[src/rtl/hwk_pkg.sv]
package hwk_pkg;

  typedef enum logic [1:0] {
    PH_RUN   = 2'd0,
    PH_HALT  = 2'd1,
    PH_START = 2'd2
  } phase_e;

  typedef enum logic [2:0] {
    WK_NONE = 3'd0,
    WK_EXT  = 3'd1,
    WK_WDT  = 3'd2,
    WK_IRQ  = 3'd3,
    WK_PORT = 3'd4
  } wake_e;

endpackage

[src/rtl/hwk_port_edge.sv]
module hwk_port_edge #(
  parameter int PINS = 8
) (
  input  logic            clk,
  input  logic            rst,
  input  logic [PINS-1:0] pins,
  input  logic [PINS-1:0] wake_mask,
  output logic            any_fall
);

  logic [PINS-1:0] pin_q;
  logic [PINS-1:0] hit;

  // Sampled on the controller clock, which keeps running during halt.
  always_ff @(posedge clk) begin
    if (rst) pin_q <= pins;
    else     pin_q <= pins;
  end

  for (genvar i = 0; i < PINS; i++) begin : g_pin
    assign hit[i] = pin_q[i] & ~pins[i] & wake_mask[i];
  end

  assign any_fall = |hit;

endmodule

[src/rtl/hwk_wake_qual.sv]
module hwk_wake_qual
  import hwk_pkg::*;
#(
  parameter int NIRQ = 4
) (
  input  logic            clk,
  input  logic            rst,
  input  logic            arm,
  input  logic            halted,
  input  logic [NIRQ-1:0] irq_req,
  input  logic [NIRQ-1:0] irq_en,
  input  logic            gie,
  input  logic            stack_full,
  input  logic            ext_reset,
  input  logic            wdt_ovf,
  input  logic            port_fall,
  output wake_e           cause,
  output logic            vector_ok
);

  logic [NIRQ-1:0] stale_q;
  logic [NIRQ-1:0] fresh;

  // Requests pending at halt entry are masked until they drop.
  always_ff @(posedge clk) begin
    if (rst)         stale_q <= '0;
    else if (arm)    stale_q <= irq_req;
    else if (halted) stale_q <= stale_q & irq_req;
  end

  assign fresh     = irq_req & ~stale_q;
  assign vector_ok = gie & ~stack_full & |(fresh & irq_en);

  always_comb begin
    cause = WK_NONE;
    if (halted) begin
      if (ext_reset)    cause = WK_EXT;
      else if (wdt_ovf) cause = WK_WDT;
      else if (|fresh)  cause = WK_IRQ;
      else if (port_fall) cause = WK_PORT;
    end
  end

endmodule

[src/rtl/hwk_startup.sv]
module hwk_startup #(
  parameter int CYCLES = 1024
) (
  input  logic clk,
  input  logic rst,
  input  logic load,
  output logic busy,
  output logic expire
);

  localparam int CW = (CYCLES > 2) ? $clog2(CYCLES) : 1;
  localparam logic [CW-1:0] LAST = CW'(CYCLES - 1);

  logic [CW-1:0] cnt_q;

  always_ff @(posedge clk) begin
    if (rst || load) begin
      cnt_q <= LAST;
      busy  <= 1'b1;
    end else if (busy) begin
      if (cnt_q == '0) busy  <= 1'b0;
      else             cnt_q <= cnt_q - 1'b1;
    end
  end

  assign expire = busy && (cnt_q == '0);

  // one step down per cycle while the delay runs
  a_r12_count_down: assert property (@(posedge clk) disable iff (rst)
    (busy && !load && cnt_q != '0) |=> (busy && cnt_q == $past(cnt_q) - 1'b1));

endmodule

[src/rtl/halt_wake_ctrl.sv]
module halt_wake_ctrl
  import hwk_pkg::*;
#(
  parameter int PORT_W         = 8,
  parameter int IRQ_N          = 4,
  parameter int STARTUP_CYCLES = 1024
) (
  input  logic              clk,
  input  logic              rst,
  input  logic              halt_req,
  input  logic              clrwdt_req,
  input  logic              ext_reset,
  input  logic              wdt_ovf,
  input  logic              wdt_osc_sel,
  input  logic [IRQ_N-1:0]  irq_req,
  input  logic [IRQ_N-1:0]  irq_en,
  input  logic              irq_gie,
  input  logic              stack_full,
  input  logic [PORT_W-1:0] port_pins,
  input  logic [PORT_W-1:0] port_wake_en,
  output logic              sys_clk_en,
  output logic              core_hold,
  output logic              cold_rst,
  output logic              warm_rst,
  output logic              resume_vec,
  output logic              wdt_clr,
  output logic              flag_to,
  output logic              flag_pdf
);

  phase_e phase_q;
  wake_e  cause;
  logic   vector_ok;
  logic   port_fall;
  logic   arm;
  logic   tmr_load;
  logic   tmr_busy;
  logic   tmr_expire;

  assign arm = (phase_q == PH_RUN) && halt_req && !ext_reset && !wdt_ovf;
  assign tmr_load = ((phase_q == PH_HALT) && (cause != WK_NONE)) ||
                    ((phase_q == PH_START) && ext_reset);

  hwk_port_edge #(.PINS(PORT_W)) u_edge (
    .clk       (clk),
    .rst       (rst),
    .pins      (port_pins),
    .wake_mask (port_wake_en),
    .any_fall  (port_fall)
  );

  hwk_wake_qual #(.NIRQ(IRQ_N)) u_qual (
    .clk        (clk),
    .rst        (rst),
    .arm        (arm),
    .halted     (phase_q == PH_HALT),
    .irq_req    (irq_req),
    .irq_en     (irq_en),
    .gie        (irq_gie),
    .stack_full (stack_full),
    .ext_reset  (ext_reset),
    .wdt_ovf    (wdt_ovf),
    .port_fall  (port_fall),
    .cause      (cause),
    .vector_ok  (vector_ok)
  );

  hwk_startup #(.CYCLES(STARTUP_CYCLES)) u_start (
    .clk    (clk),
    .rst    (rst),
    .load   (tmr_load),
    .busy   (tmr_busy),
    .expire (tmr_expire)
  );

  always_ff @(posedge clk) begin
    if (rst) begin
      phase_q    <= PH_START;
      flag_to    <= 1'b0;
      flag_pdf   <= 1'b0;
      cold_rst   <= 1'b1;
      warm_rst   <= 1'b0;
      wdt_clr    <= 1'b0;
      resume_vec <= 1'b0;
    end else begin
      cold_rst <= 1'b0;
      warm_rst <= 1'b0;
      wdt_clr  <= 1'b0;
      unique case (phase_q)
        PH_RUN: begin
          if (ext_reset) begin
            cold_rst   <= 1'b1;
            resume_vec <= 1'b0;
          end else if (wdt_ovf) begin
            cold_rst   <= 1'b1;
            flag_to    <= 1'b1;
            resume_vec <= 1'b0;
          end else if (halt_req) begin
            phase_q    <= PH_HALT;
            flag_pdf   <= 1'b1;
            flag_to    <= 1'b0;
            wdt_clr    <= wdt_osc_sel;
            resume_vec <= 1'b0;
          end else if (clrwdt_req) begin
            flag_pdf <= 1'b0;
          end
        end
        PH_HALT: begin
          unique case (cause)
            WK_EXT: begin
              phase_q    <= PH_START;
              cold_rst   <= 1'b1;
              flag_to    <= 1'b0;
              flag_pdf   <= 1'b1;
              resume_vec <= 1'b0;
            end
            WK_WDT: begin
              phase_q    <= PH_START;
              warm_rst   <= 1'b1;
              flag_to    <= 1'b1;
              flag_pdf   <= 1'b1;
              resume_vec <= 1'b0;
            end
            WK_IRQ: begin
              phase_q    <= PH_START;
              resume_vec <= vector_ok;
            end
            WK_PORT: begin
              phase_q    <= PH_START;
              resume_vec <= 1'b0;
            end
            default: phase_q <= PH_HALT;
          endcase
        end
        PH_START: begin
          if (ext_reset) begin
            cold_rst   <= 1'b1;
            resume_vec <= 1'b0;
          end else if (tmr_expire) begin
            phase_q <= PH_RUN;
          end
        end
        default: phase_q <= PH_RUN;
      endcase
    end
  end

  assign sys_clk_en = (phase_q != PH_HALT);
  assign core_hold  = (phase_q != PH_RUN);

  // halt entry sets the power-down flag and gates the clock
  a_r2_halt_entry: assert property (@(posedge clk) disable iff (rst)
    arm |=> (flag_pdf && !flag_to && !sys_clk_en && core_hold));

  // the watchdog clear never lasts more than one cycle
  a_r3_wdt_clr_pulse: assert property (@(posedge clk) disable iff (rst)
    wdt_clr |=> !wdt_clr);

  // clear-watchdog touches only the power-down flag
  a_r4_clr_pdf: assert property (@(posedge clk) disable iff (rst)
    ((phase_q == PH_RUN) && clrwdt_req && !halt_req && !ext_reset && !wdt_ovf)
      |=> (!flag_pdf && $stable(flag_to)));

  // warm reset always comes with both flags set and no cold pulse
  a_r8_warm_flags: assert property (@(posedge clk) disable iff (rst)
    warm_rst |-> (flag_to && flag_pdf && !cold_rst));

  // warm reset is a single-cycle pulse
  a_r8_warm_pulse: assert property (@(posedge clk) disable iff (rst)
    warm_rst |=> !warm_rst);

  // reset while running does not hold the core
  a_r10_run_reset: assert property (@(posedge clk) disable iff (rst)
    ((phase_q == PH_RUN) && ext_reset) |=> (cold_rst && !core_hold));

  // start-up counter is busy exactly during the start-up phase
  a_r12_timer_phase: assert property (@(posedge clk) disable iff (rst)
    ((phase_q == PH_START) == tmr_busy));

endmodule

[config.mk]
export PLATFORM = sky130hd
export DESIGN_NAME = halt_wake_ctrl
export DESIGN_NICKNAME = d
export VERILOG_FILES = /design/src/rtl/hwk_pkg.sv /design/src/rtl/hwk_port_edge.sv /design/src/rtl/hwk_wake_qual.sv /design/src/rtl/hwk_startup.sv /design/src/rtl/halt_wake_ctrl.sv
export SDC_FILE = /design/constraint.sdc
export NUM_CORES = 1
export LEC_CHECK = 0
export BUFFER_PORTS_ARGS = -buffer_cell sky130_fd_sc_hd__buf_2
export CAP_MARGIN = 20
export CORE_ASPECT_RATIO = 1.2
export CORE_MARGIN = 5
export CORE_UTILIZATION = 35
export CTS_CLUSTER_SIZE = 30
export DETAILED_ROUTE_END_ITERATION = 10
export PLACE_DENSITY = 0.68
export SLEW_MARGIN = 25
export SYNTH_ARGS = -nofsm -noshare
export SYNTH_HDL_FRONTEND = slang
export SYNTH_SLANG_ARGS = --single-unit
[constraint.sdc]
create_clock -name clk -period 1.37 [get_ports clk]
set_clock_uncertainty 0.05 [all_clocks]
set_input_delay 0.274 -clock clk [delete_from_list [all_inputs] [get_ports clk]]
set_output_delay 0.274 -clock clk [all_outputs]
set_load 0.01 [all_outputs]
==> results.txt, run 1 <==
----------------------------------------------------
[Synthesis]
  Synth unique cells ... 37
  Combined area of all synthesized cells ... between 0.001 and 0.0015 mm2
  Synth top area cells ... sky130_fd_sc_hd__dfxtp_1 (44%), sky130_fd_sc_hd__nand2_1 (5.3%), sky130_fd_sc_hd__nor2_1 (4.5%)
  Average footprint of a synthesized cell ... roughly 8.5 um2
  Most used flip-flop cell after synthesis ... sky130_fd_sc_hd__dfxtp_1
  Share of the synthesized area in the top cell type ... approximately 44%
  Post-Syn Instances ... around 170
  Number of warnings reported in the yosys synthesis log ... 0
  EDFF count, synth ... 0
  Cell type with the highest aggregate area in the netlist ... sky130_fd_sc_hd__dfxtp_1
  Register bit total from synthesis ... 31
  Post-synthesis simple-gate area fraction ... between 30% and 40%
  Net count of the mapped netlist ... 200
  Share of the yosys chip area belonging to registers ... between 40 and 50%
  Adder and majority cell fraction of the synthesized area ... 0.887%
  Compound-gate portion of the synthesized area ... 16.5%
  Async S/R FF share, synth ... 0%
  Multiplexer share of the synthesized area ... under 10%
  Main combinational cell family by area after synthesis ... simple AND/OR/NAND/NOR gates
  Fraction of synthesized cell area in xor and xnor cells ... under 10%

[Clock tree]
  Root buf cell ... sky130_fd_sc_hd__clkbuf_8
  Maximum number of buffers from clock root to sink ... 2
  Reg clk slew, reported paths ... 0.06 ns
  H-tree Lvls ... 2
  Number of sinks on the clock net ... 31
  Clock latency on the worst-skew pair ... about 0.28 ns
  Post-CTS Hold Buffers ... 0
  TritonCTS clock tree ... yes
  Cts bufs inserted ... 5

[Setup path]
  Source of the worst register-to-register timing path ... u_start.cnt_q[6]$_SDFFE_PP1P_
  R2r endpoint ... u_start.cnt_q[0]$_SDFFE_PP1P_
  Worst Path Required ... roughly 1.5 ns
  Cell family with most CP delay ... simple AND/OR/NAND/NOR gates
  Launching instance or port of the critical path ... u_start.cnt_q[6]$_SDFFE_PP1P_
  CP Capture Type ... flip-flop
  Max Fanout on Critical Path ... 5
  Worst r2r path cells ... 5
  Cell-by-cell trace of the critical path ... or3_4 -> nor4_4 -> or2b_4 -> xnor2_2 -> nand2_1
  Crit path DAT ... around 1.7 ns
  Type of the worst setup path ... reg2reg
  Crit path buf inv count ... 0
  Worst reg-to-reg setup slack ... -0.20 ns
  Cell type of the slowest stage on the worst timing path ... sky130_fd_sc_hd__or3_4
  CP startpoint kind ... flip-flop
  Logic depth of the worst path, buffers included ... 5
  Crit path to ... u_start.cnt_q[0]$_SDFFE_PP1P_
  Worst path max stage delay ... around 0.43 ns

[STA]
  Slew of the pin with the lowest slew margin ... ~0.38 ns
  Hold Violations, Final ... 0
  Unrepaired setup endpoints after global routing ... true
  Crit share post-route ... 114%
  Setup WS post-layout ... -0.197 ns
  Max-slew violation count ... 0
  Final setup violation count ... 13
  Headroom to the max-slew limit ... 75.0%
  Final period demand of the worst path ... around 1.6 ns
  Max Clk Rate ... ~0.64 GHz

[GRT]
  Global router's overall resource usage ... 14.6%
  Aggregate global routing overflow ... 0
  Global-route wire length before repair ... 5980 um
  Initial antenna violation count ... 0
  Maximum number of pins on one net before global-route repair ... 13
  Number of global-route vias before repair ... between 1k and 1.5k

[Cells and area]
  Total Nets Final ... 284
  Area growth from synthesis to layout ... 62.0%
  Diodes inserted ... 0
  Final cell count without fillers ... 305
  Layout Utilization ... between 50% and 60%
  Commonest cells after routing, fill and taps aside ... sky130_fd_sc_hd__buf_2 (38), sky130_fd_sc_hd__buf_4 (38), sky130_fd_sc_hd__dfxtp_1 (24)
  Layout cells sized above 1 ... 51.8%

[Place]
  Cell Count Post-Placement ... between 200 and 300
  Routability Congestion ... 0.854
  Pre-CTS worst setup slack ... -0.244 ns
  Port buffer count ... 40
  Final HPWL DP ... about 2600 um

[Run]
  Max Cap Viol ... 0

[Run status]
  Failing checks ... negative setup slack
  Run status ... finished, violations left

[Power and ir drop]
  Total power per unit cell area ... 893 mW/mm2
  Final Power ... 2.04 mW
  Largest voltage drop on the vdd net ... about 0.46 mV
  Leakage ... between 1 and 1.5 nW

[Routing]
  Remaining design rule violation count ... 0
  Antenna-violating nets left ... 0
  Routed metal-1 wirelength ... roughly 1600 um
  DRT Pass-1 Iters ... 4
  First DRT Iteration DRCs ... roughly 120
  Met2 WL ... roughly 2100 um
  Uppermost layer routed ... met4
  Via-per-instance ratio ... 4.78
  Total number of vias ... between 1k and 1.5k
  Routed wire length ... between 3000 and 4000 um
  Detailed-route wire length per cell ... 12.9 um
  Total length of routed met3 wires ... about 210 um

[Min path]
  Classification of the worst-slack hold path ... in2reg
  Worst hold stages ... 1

[Floorplanning]
  Floorplan Core Area ... between 0.003 and 0.004 mm2
  Initial Utilization ... 36.1%
  X dimension of the die ... between 60 and 70 um
  Standard-cell rows ... 25
  Total die area ... 0.00540 mm2
  IO Count ... just over 40
  Die H ... just under 80 um

----------------------------------------------------
-- layer usage --
| layer | track usage [%] | up-vias |
|---|---|---|
| li1 | - | 755 |
| met1 | 15.7 | 662 |
| met2 | 26.5 | 35 |
| met3 | 3.38 | 5 |
| met4 | 5.96 | 0 |
| met5 | 0 | - |
-- synthesized netlist by cell type (3+ instances only) --
| cell type | instances |
|---|---|
| sky130_fd_sc_hd__a21oi_1 | 5 |
| sky130_fd_sc_hd__a22oi_1 | 4 |
| sky130_fd_sc_hd__dfxtp_1 | 31 |
| sky130_fd_sc_hd__inv_1 | 9 |
| sky130_fd_sc_hd__mux2i_1 | 3 |
| sky130_fd_sc_hd__nand2_1 | 20 |
| sky130_fd_sc_hd__nand2b_1 | 4 |
| sky130_fd_sc_hd__nand3_1 | 7 |
| sky130_fd_sc_hd__nand3b_1 | 7 |
| sky130_fd_sc_hd__nor2_1 | 17 |
| sky130_fd_sc_hd__nor3_1 | 9 |
| sky130_fd_sc_hd__o211ai_1 | 3 |
| sky130_fd_sc_hd__o21a_1 | 5 |
| sky130_fd_sc_hd__o21ai_0 | 9 |
| sky130_fd_sc_hd__o221ai_1 | 3 |
-- worst min-delay path by stage --
stage / start / end
final: port_pins[0] / u_edge.pin_q[0]$_DFF_P_
after global routing: port_pins[0] / u_edge.pin_q[0]$_DFF_P_
after CTS: port_pins[0] / u_edge.pin_q[0]$_DFF_P_
after detailed placement: port_pins[0] / u_edge.pin_q[0]$_DFF_P_
after global placement: port_pins[0] / u_edge.pin_q[0]$_DFF_P_
after floorplan: port_pins[0] / u_edge.pin_q[0]$_DFF_P_
-- cells by family after synthesis --
kind of cell	Yosys count
xor gates and xnor gates	2
adders and majority gates	1
muxes	3
buffers and inverters	14
and+or+nand+nor	80
AOI/OAI and AO/OA	35
DFF	31
-- through the flow --
stage	TNS (ns)	instance area [um2]	hold slack [ns]
4_1_cts	-1.32	2210	0.0413
3_3_place_gp	-2.15	1920	0.336
6_report	-1.55	2280	0.0501
2_1_floorplan	-0.275	1440	0.252
5_1_grt	-2.39	2280	0.0395
3_5_place_dp	-2.57	1920	0.341
-- state kept, by name, summed over array words and instances, names as in the netlist --
name	flops
u_edge.pin_q	8
flag_pdf	1
cold_rst	1
warm_rst	1
resume_vec	1
phase_q	2
u_qual.stale_q	4
wdt_clr	1
u_start.busy	1
flag_to	1
u_start.cnt_q	10
-- layout make-up --
cell class	count	area, um2
timing repair buffer	82	543
fill	344	1630
clock buffer	6	82.6
multi-input combinational	121	886
tap	54	67.6
clock inverter	2	35.0
inverter	9	36.3
sequential	31	634
-- power breakdown --
part           switching [mW]  internal [mW]  leakage, nW
registers             0.00688          0.917        0.254
clock network           0.341          0.588       0.0612
logic                  0.0858          0.102        0.704
-- what timing repair did --
item | CTS | global route
pin swaps | 19 | 9
buffers inserted | 6 | 4
gates resized for setup | 31 | 10
setup endpoints to repair | 15 | 15
(Power assumes the default switching activity.)
==> run 2, diff against run 1 <==
CTS_BUF_LIST = sky130_fd_sc_hd__clkbuf_4   (was default)
==> results.txt, run 2 (synthesis gave the netlist of run 1 again) <==
----------------------------------------------------
[Cells and area]
  Commonest cells after routing, fill and taps aside ... sky130_fd_sc_hd__buf_2 (38), sky130_fd_sc_hd__buf_4 (34), sky130_fd_sc_hd__dfxtp_1 (25) (was sky130_fd_sc_hd__buf_2 (38), sky130_fd_sc_hd__buf_4 (38), sky130_fd_sc_hd__dfxtp_1 (24))
  Post-route standard cell area excluding fillers ... 0.00228 mm2 (about the same)
  Most flop-heavy register ... u_start.cnt_q (unchanged)
  Largest registers ... u_start.cnt_q x10, u_edge.pin_q x8, u_qual.stale_q x4 (unchanged)
  Diodes inserted ... 0 (unchanged)
  Flip-flop count of the largest register, all copies and words added ... 10 (unchanged)
  Area used by sequential logic in the layout ... 628 um2 (was 634 um2)
  Layout cells sized above 1 ... 48.6% (was 51.8%)
  Leading cell type in the layout, fill and taps excluded ... sky130_fd_sc_hd__buf_2
  Total Nets Final ... 290 (was 284)
  Filler cell count ... 342 (was 344)
  Area growth from synthesis to layout ... 61.8% (was 62.0%)
  Area of the multi-input gates ... 857 um2 (was 886 um2)

[Routing]
  Remaining design rule violation count ... 0 (unchanged)
  Via-per-instance ratio ... 4.82 (was 4.78)
  Antenna-violating nets left ... 0 (unchanged)
  Detailed-route wire length per cell ... 12.2 um (was 12.9 um)
  First DRT Iteration DRCs ... 101 (was 123)
  Total number of vias ... 1498 (was 1457)
  Routed wire length ... 3790 um (was 3930 um)
  DRT Pass-1 Iters ... 4 (unchanged)

[GRT]
  Global-route wire length before repair ... 5890 um (was 5980 um)
  Maximum number of pins on one net before global-route repair ... 13 (unchanged)
  Number of global-route vias before repair ... 1434 (was 1410)
  Initial antenna violation count ... 0 (unchanged)
  Global router's overall resource usage ... 14.4% (was 14.6%)
  Aggregate global routing overflow ... 0 (unchanged)

[Power and ir drop]
  Largest voltage drop on the vdd net ... 0.430 mV (was 0.461 mV)
  Total power per unit cell area ... 802 mW/mm2 (was 893 mW/mm2)
  Leakage ... 0.995 nW (was 1.02 nW)
  Final Power ... 1.83 mW (was 2.04 mW)

[Run status]
  Failing checks ... negative setup slack (unchanged)
  Run status ... finished, violations left (unchanged)

[Min path]
  Launch point of the worst hold path ... wdt_osc_sel (was port_pins[0])
  Hold-critical path endpoint ... wdt_clr$_SDFF_PP0_ (was u_edge.pin_q[0]$_DFF_P_)
  Classification of the worst-slack hold path ... in2reg (unchanged)
  Worst hold stages ... 3 (was 1)

[Setup path]
  Worst Path Required ... 1.56 ns (was 1.50 ns)
  Source of the worst register-to-register timing path ... u_start.cnt_q[6]$_SDFFE_PP1P_ (unchanged)
  R2r endpoint ... u_start.cnt_q[3]$_SDFFE_PP1P_ (was u_start.cnt_q[0]$_SDFFE_PP1P_)
  Type of the worst setup path ... reg2reg (unchanged)
  Cell type of the slowest stage on the worst timing path ... sky130_fd_sc_hd__or3_4 (unchanged)
  Crit path buf inv count ... 1 (was 0)
  Cell-by-cell trace of the critical path ... or3_4 -> nor4_4 -> buf_4 -> nor2_2 -> mux2i_1 -> nand2_1 (was or3_4 -> nor4_4 -> or2b_4 -> xnor2_2 -> nand2_1)
  CP startpoint kind ... flip-flop (unchanged)
  CP Capture Type ... flip-flop (unchanged)
  Max Fanout on Critical Path ... 5 (unchanged)
  Worst reg-to-reg setup slack ... -0.23 ns (was -0.20 ns)
  Worst r2r path cells ... 6 (was 5)
  Worst path max stage delay ... 0.42 ns (was 0.43 ns)
  Cell family with most CP delay ... simple AND/OR/NAND/NOR gates (unchanged)
  Crit path DAT ... 1.78 ns (was 1.69 ns)

[Place]
  Final HPWL DP ... 2630 um (unchanged)
  Instance area at placement ... 0.00192 mm2 (unchanged)
  Pre-CTS worst setup slack ... -0.244 ns (unchanged)
  Routability Congestion ... 0.854 (unchanged)
  Port buffer count ... 40 (unchanged)

[STA]
  Hold Violations, Final ... 0 (unchanged)
  Final period demand of the worst path ... 1.60 ns (was 1.57 ns)
  Max Clk Rate ... 0.627 GHz (was 0.638 GHz)
  Setup WS post-layout ... -0.226 ns (was -0.197 ns)
  Unrepaired setup endpoints after global routing ... true (unchanged)
  Headroom to the max-slew limit ... 78.8% (was 75.0%)
  Max-slew violation count ... 0 (unchanged)
  Crit share post-route ... 116% (was 114%)
  Slew of the pin with the lowest slew margin ... 0.318 ns (was 0.375 ns)
  Final setup violation count ... 14 (was 13)
  Hold WS ... 0.0934 ns (was 0.0501 ns)
  Setup TNS after final layout ... -1.56 ns (was -1.55 ns)

[Floorplanning]
  IO Count ... 41 (unchanged)
  Floorplan Core Area ... 0.00391 mm2 (unchanged)
  Total die area ... 0.00540 mm2 (unchanged)
  X dimension of the die ... 67.9 um (unchanged)
  Initial Utilization ... 36.1% (unchanged)
  Die H ... 79.5 um (unchanged)
  Standard-cell rows ... 25 (unchanged)

[Clock tree]
  Maximum number of buffers from clock root to sink ... 2 (unchanged)
  Number of sinks on the clock net ... 31 (unchanged)
  Root buf cell ... sky130_fd_sc_hd__clkbuf_4 (was sky130_fd_sc_hd__clkbuf_8)
  H-tree Lvls ... 2 (unchanged)
  Reg clk slew, reported paths ... 0.10 ns (was 0.06 ns)
  TritonCTS clock tree ... yes (unchanged)
  Cts bufs inserted ... 5 (unchanged)
  Clock latency on the worst-skew pair ... 0.34 ns (was 0.28 ns)

[Run]
  Max Cap Viol ... 0 (unchanged)

----------------------------------------------------
[run 2: cell types whose count changed in the layout (fill, tap and decap cells not counted), sizes merged]
cell and delta:
buf -2, clkbuf -1, clkinv +1, dlygate4sd3 +8
[run 2: worst max path at each step]
stage,cells after the start,slack [ns],end,startpoint
final,6,-0.23,u_start.cnt_q[3]$_SDFFE_PP1P_,u_start.cnt_q[6]$_SDFFE_PP1P_
after global routing,6,-0.28,u_start.cnt_q[3]$_SDFFE_PP1P_,u_start.cnt_q[6]$_SDFFE_PP1P_
after CTS,6,-0.22,u_start.cnt_q[3]$_SDFFE_PP1P_,u_start.cnt_q[3]$_SDFFE_PP1P_
after detailed placement,5,-0.24,u_start.cnt_q[0]$_SDFFE_PP1P_,u_start.cnt_q[7]$_SDFFE_PP1P_
after global placement,5,-0.18,u_start.cnt_q[0]$_SDFFE_PP1P_,u_start.cnt_q[7]$_SDFFE_PP1P_
after floorplan,5,-0.13,u_start.cnt_q[0]$_SDFFE_PP1P_,u_start.cnt_q[7]$_SDFFE_PP1P_
[run 2: report_power, final]
group / internal [mW] / total (mW) / switching, mW
Combinational: 0.116 / 0.204 / 0.0882
Clock: 0.375 / 0.698 / 0.323
Sequential: 0.920 / 0.927 / 0.00685
[run 2: repair_timing]
item,in CTS,in global routing
resized for setup,20,16
endpoints found under the setup margin,15,16
setup buffers,6,2
hold endpoints to repair,8,0
pin swaps,11,15
hold buffers,8,0
[run 2: through the flow]
step	util (%)	instances
CTS	56.1	309
global route	58.3	311
floorplan	-	166
global placement	49.2	287
finish	58.3	311
detailed placement	49.2	287
[run 2: area by class of cell]
| cell class | instances | area share, % |
|---|---|---|
| clock buffer | 5 | 1.65 |
| clock inverter | 3 | 1.70 |
| inverter | 9 | 1.59 |
| multi-input combinational | 121 | 37.6 |
| sequential | 31 | 27.5 |
| tap | 54 | 2.96 |
| timing repair buffer | 88 | 27.0 |
[run 2: per-layer routing]
layer  GRT usage, %  share of wire (%)
met5              0                  0
met2           24.9                 51
met3           3.80                5.4
met1           15.2                 40
met4           8.15                3.3
[run 2: worst register-to-register path: cells and delay by family, from the launching register on]
kind          cells  cell delay, ns
flops             1            0.33
buf+inv           1            0.18
simple gates      4            0.84
mux               1            0.11
==> run 3, diff against run 2 <==
--- a/config.mk
+++ b/config.mk
@@ -6,4 +6,5 @@
 export NUM_CORES = 1
 export LEC_CHECK = 0
+export ABC_AREA = 1
 export BUFFER_PORTS_ARGS = -buffer_cell sky130_fd_sc_hd__buf_2
 export CAP_MARGIN = 20
@@ -14,5 +15,5 @@
 export CTS_CLUSTER_SIZE = 30
 export DETAILED_ROUTE_END_ITERATION = 10
-export PLACE_DENSITY = 0.68
+export PLACE_DENSITY_LB_ADDON = 0.2
 export SLEW_MARGIN = 25
 export SYNTH_ARGS = -nofsm -noshare
==> constraint.sdc (replaced) <==
create_clock -name clk -period 1.37 [get_ports clk]
set_clock_uncertainty 0.05 [all_clocks]
set_input_delay 0.137 -clock clk [delete_from_list [all_inputs] [get_ports clk]]
set_output_delay 0.137 -clock clk [all_outputs]
set_load 0.01 [all_outputs]
==> results.txt, run 3 <==
----------------------------------------------------
[Run status]
  Run status ... finished, violations left (unchanged)
  Failing checks ... negative setup slack (unchanged)

[Setup path]
  Crit path DAT ... 1.55 ns (was 1.78 ns)
  Launching instance or port of the critical path ... phase_q[1]$_SDFFE_PP1P_ (was u_start.cnt_q[6]$_SDFFE_PP1P_)
  Max Fanout on Critical Path ... 5 (unchanged)
  Critical Path Most Common Cell ... sky130_fd_sc_hd__nor2_4
  Cell family with most CP delay ... simple AND/OR/NAND/NOR gates (unchanged)
  Source of the worst register-to-register timing path ... phase_q[1]$_SDFFE_PP1P_ (was u_start.cnt_q[6]$_SDFFE_PP1P_)
  Worst path max stage delay ... 0.36 ns (was 0.42 ns)
  CP startpoint kind ... flip-flop (unchanged)
  Cell-by-cell trace of the critical path ... inv_2 -> nand2_4 -> buf_6 -> nor2_4 -> nor2_4 -> nand2_2 -> nor2_4 -> clkbuf_16 -> nand3_1 (was or3_4 -> nor4_4 -> buf_4 -> nor2_2 -> mux2i_1 -> nand2_1)
  Cell type of the slowest stage on the worst timing path ... sky130_fd_sc_hd__dfxtp_2 (was sky130_fd_sc_hd__or3_4)
  Worst Path Required ... 1.55 ns (was 1.56 ns)
  Crit path buf inv count ... 3 (was 1)
  Type of the worst setup path ... reg2reg (unchanged)
  CP Capture Type ... flip-flop (unchanged)

[Synthesis]
  Synth cell count leaders ... sky130_fd_sc_hd__nand2_1 (38), sky130_fd_sc_hd__inv_1 (37), sky130_fd_sc_hd__dfxtp_1 (31) (was sky130_fd_sc_hd__dfxtp_1 (31), sky130_fd_sc_hd__nand2_1 (20), sky130_fd_sc_hd__nor2_1 (17))
  Average footprint of a synthesized cell ... 7.38 um2 (was 8.49 um2)
  Number of warnings reported in the yosys synthesis log ... 0 (unchanged)
  Share of the synthesized area in the top cell type ... 41.2% (was 44.0%)
  Most used flip-flop cell after synthesis ... sky130_fd_sc_hd__dfxtp_1 (unchanged)
  Combined area of all synthesized cells ... 0.00151 mm2 (was 0.00141 mm2)
  Synth unique cells ... 28 (was 37)
  Synth top area cells ... sky130_fd_sc_hd__dfxtp_1 (41%), sky130_fd_sc_hd__nand2_1 (9.5%), sky130_fd_sc_hd__inv_1 (9.2%) (was sky130_fd_sc_hd__dfxtp_1 (44%), sky130_fd_sc_hd__nand2_1 (5.3%), sky130_fd_sc_hd__nor2_1 (4.5%))
  Register bit total from synthesis ... 31 (unchanged)
  Share of the yosys chip area belonging to registers ... 41.2% (was 44.0%)
  Net count of the mapped netlist ... 238 (was 200)
  Cell type with the highest aggregate area in the netlist ... sky130_fd_sc_hd__dfxtp_1 (unchanged)
  Most repeated cell in the gate-level netlist after synthesis ... sky130_fd_sc_hd__nand2_1 (was sky130_fd_sc_hd__dfxtp_1)
  Post-Syn Instances ... 204 (was 166)
  EDFF count, synth ... 0 (unchanged)
  Async S/R FF share, synth ... 0% (unchanged)

[Floorplanning]
  X dimension of the die ... 69.9 um (was 67.9 um)
  Total die area ... 0.00572 mm2 (was 0.00540 mm2)
  Standard-cell rows ... 26 (was 25)
  Floorplan Core Area ... 0.00423 mm2 (was 0.00391 mm2)
  Die H ... 81.9 um (was 79.5 um)
  IO Count ... 41 (unchanged)
  Initial Utilization ... 35.6% (was 36.1%)

[GRT]
  Aggregate global routing overflow ... 0 (unchanged)
  Met2 Resource Use GR ... 25.8% (was 24.9%)
  GRT Max-Usage Layer ... met2 (unchanged)
  Global-route wire length before repair ... 6100 um (was 5890 um)
  Maximum number of pins on one net before global-route repair ... 13 (unchanged)
  GRT met3 Usage ... 4.41% (was 3.80%)
  Met1 layer usage reported by global route ... 13.6% (was 15.2%)
  Initial antenna violation count ... 0 (unchanged)
  Global router's overall resource usage ... 13.4% (was 14.4%)
  Number of global-route vias before repair ... 1473 (was 1434)

[Routing]
  Via-per-instance ratio ... 4.54 (was 4.82)
  Detailed-route wire length per cell ... 10.9 um (was 12.2 um)
  DRT Pass-1 Iters ... 3 (was 4)
  Routed wire length ... 3730 um (was 3790 um)
  Remaining design rule violation count ... 0 (unchanged)
  First DRT Iteration DRCs ... 38 (was 101)
  Antenna-violating nets left ... 0 (unchanged)
  Total number of vias ... 1553 (was 1498)

[Power and ir drop]
  Largest voltage drop on the vdd net ... 0.608 mV (was 0.430 mV)
  Portion of total power attributed to combinational logic ... 11.9% (was 11.2%)
  Cell Int Power ... 1.23 mW (was 1.41 mW)
  Switching share of power ... 27.5% (was 22.9%)
  Clock network fraction of design power ... 33.6% (was 38.2%)
  Leakage ... 1.17 nW (was 0.995 nW)
  Net Switching ... 0.466 mW (was 0.418 mW)
  Total power per unit cell area ... 735 mW/mm2 (was 802 mW/mm2)
  Share of total power in sequential cells ... 54.5% (was 50.7%)

[Clock tree]
  Maximum number of buffers from clock root to sink ... 2 (unchanged)
  Clock latency on the worst-skew pair ... 0.33 ns (was 0.34 ns)
  Root buf cell ... sky130_fd_sc_hd__clkbuf_4 (unchanged)
  Cts bufs inserted ... 5 (unchanged)
  H-tree Lvls ... 2 (unchanged)
  TritonCTS clock tree ... yes (unchanged)
  Number of sinks on the clock net ... 31 (unchanged)
  Reg clk slew, reported paths ... 0.11 ns (was 0.10 ns)

[Place]
  Cell Count Post-Placement ... 321 (was 287)
  Final HPWL DP ... 2720 um (was 2630 um)
  Instance area at placement ... 0.00195 mm2 (was 0.00192 mm2)
  Routability Congestion ... 0.759 (was 0.854)
  Port buffer count ... 40 (unchanged)

[Cells and area]
  Largest registers ... u_start.cnt_q x10, u_edge.pin_q x8, u_qual.stale_q x4 (unchanged)
  Commonest cells after routing, fill and taps aside ... sky130_fd_sc_hd__buf_2 (39), sky130_fd_sc_hd__nand2_1 (30), sky130_fd_sc_hd__inv_1 (29) (was sky130_fd_sc_hd__buf_2 (38), sky130_fd_sc_hd__buf_4 (34), sky130_fd_sc_hd__dfxtp_1 (25))
  Filler cell count ... 443 (was 342)
  Total Nets Final ... 319 (was 290)
  Diodes inserted ... 0 (unchanged)
  Area used by sequential logic in the layout ... 637 um2 (was 628 um2)
  Area growth from synthesis to layout ... 53.4% (was 61.8%)
  Flip-flop count of the largest register, all copies and words added ... 10 (unchanged)
  Area of the multi-input gates ... 850 um2 (was 857 um2)
  Leading cell type in the layout, fill and taps excluded ... sky130_fd_sc_hd__buf_2 (unchanged)
  Most flop-heavy register ... u_start.cnt_q (unchanged)
  Final cell count without fillers ... 342 (was 311)
  Post-route standard cell area excluding fillers ... 0.00231 mm2 (was 0.00228 mm2)
  Layout cells sized above 1 ... 47.9% (was 48.6%)

[STA]
  Slew of the pin with the lowest slew margin ... 0.268 ns (was 0.318 ns)
  Max Clk Rate ... 0.726 GHz (was 0.627 GHz)
  Unrepaired setup endpoints after global routing ... true (unchanged)
  Hold Violations, Final ... 0 (unchanged)
  Final period demand of the worst path ... 1.38 ns (was 1.60 ns)
  Final setup violation count ... 1 (was 14)
  Headroom to the max-slew limit ... 82.0% (was 78.8%)
  Setup WS post-layout ... -0.00673 ns (was -0.226 ns)
  Crit share post-route ... 100% (was 116%)
  Max-slew violation count ... 0 (unchanged)

[Run]
  Max Cap Viol ... 0 (unchanged)

[Min path]
  Launch point of the worst hold path ... ext_reset (was wdt_osc_sel)
  Classification of the worst-slack hold path ... in2reg (unchanged)

----------------------------------------------------
run 3: metal layers:
metal,share of wire (%),wire length (um)
met1,40,1480
met2,54,2030
met3,5.1,189
met4,0.72,27
met5,0,0
run 3: kinds of logic (layout without fill, tap and decap cells):
group           after synthesis  count (layout)  synth area share [%]
flops                        31              31                  41.2
compound gates               28              28                  11.5
buf+inv                      41             123                  11.2
fa+ha+maj                     1               1                 0.830
simple gates                100             100                  33.5
xor+xnor                      3               3                  1.74
run 3: path summary, 6_finish.rpt:
path	depth (start not counted)	endpoint	slack (ns)
max	9	u_start.cnt_q[2]$_SDFFE_PP1P_	-0.007
min reg2reg	2	flag_pdf$_SDFFE_PP0P_	0.41
max reg2reg	9	u_start.cnt_q[2]$_SDFFE_PP1P_	-0.007
min	2	warm_rst$_SDFF_PP0_	0.02
run 3: what timing repair did:
item,4_1_cts,5_1_grt
endpoints found under the setup margin,13,21
pin swaps,3,10
hold endpoints to repair,9,0
gates cloned,0,1
resized for setup,9,46
hold buffers,9,0
setup buffers,1,3
run 3: area by class of cell:
| type | count | share of cell area, % |
|---|---|---|
| Clock inverter | 3 | 1.03 |
| Multi-Input combinational cell | 132 | 36.8 |
| Inverter | 38 | 6.28 |
| Clock buffer | 5 | 1.62 |
| Sequential cell | 31 | 27.6 |
| Tap cell | 56 | 3.03 |
| Timing Repair Buffer | 77 | 23.7 |
run 3: power by group through the flow:
stage / logic (mW) / registers, mW / clock network [mW]
floorplan: 0.0678 / 0.948 / 0
global placement: 0.159 / 0.945 / 0
detailed placement: 0.159 / 0.946 / 0
CTS: 0.182 / 0.926 / 0.599
global route: 0.226 / 0.927 / 0.637
finish: 0.203 / 0.925 / 0.570
run 3: stage by stage:
stage	TNS, ns	setup WS, ns	hold WS [ns]	power, mW	util, %
2_1_floorplan	0	0.00318	0.115	1.02	-
5_1_grt	-1.17	-0.0982	0.00906	1.79	54.6
3_3_place_gp	-0.293	-0.0731	0.204	1.10	46.2
6_report	-0.00673	-0.00673	0.0205	1.70	54.6
4_1_cts	-0.00833	-0.00722	0.00232	1.71	50.6
3_5_place_dp	-0.609	-0.0974	0.205	1.11	46.2
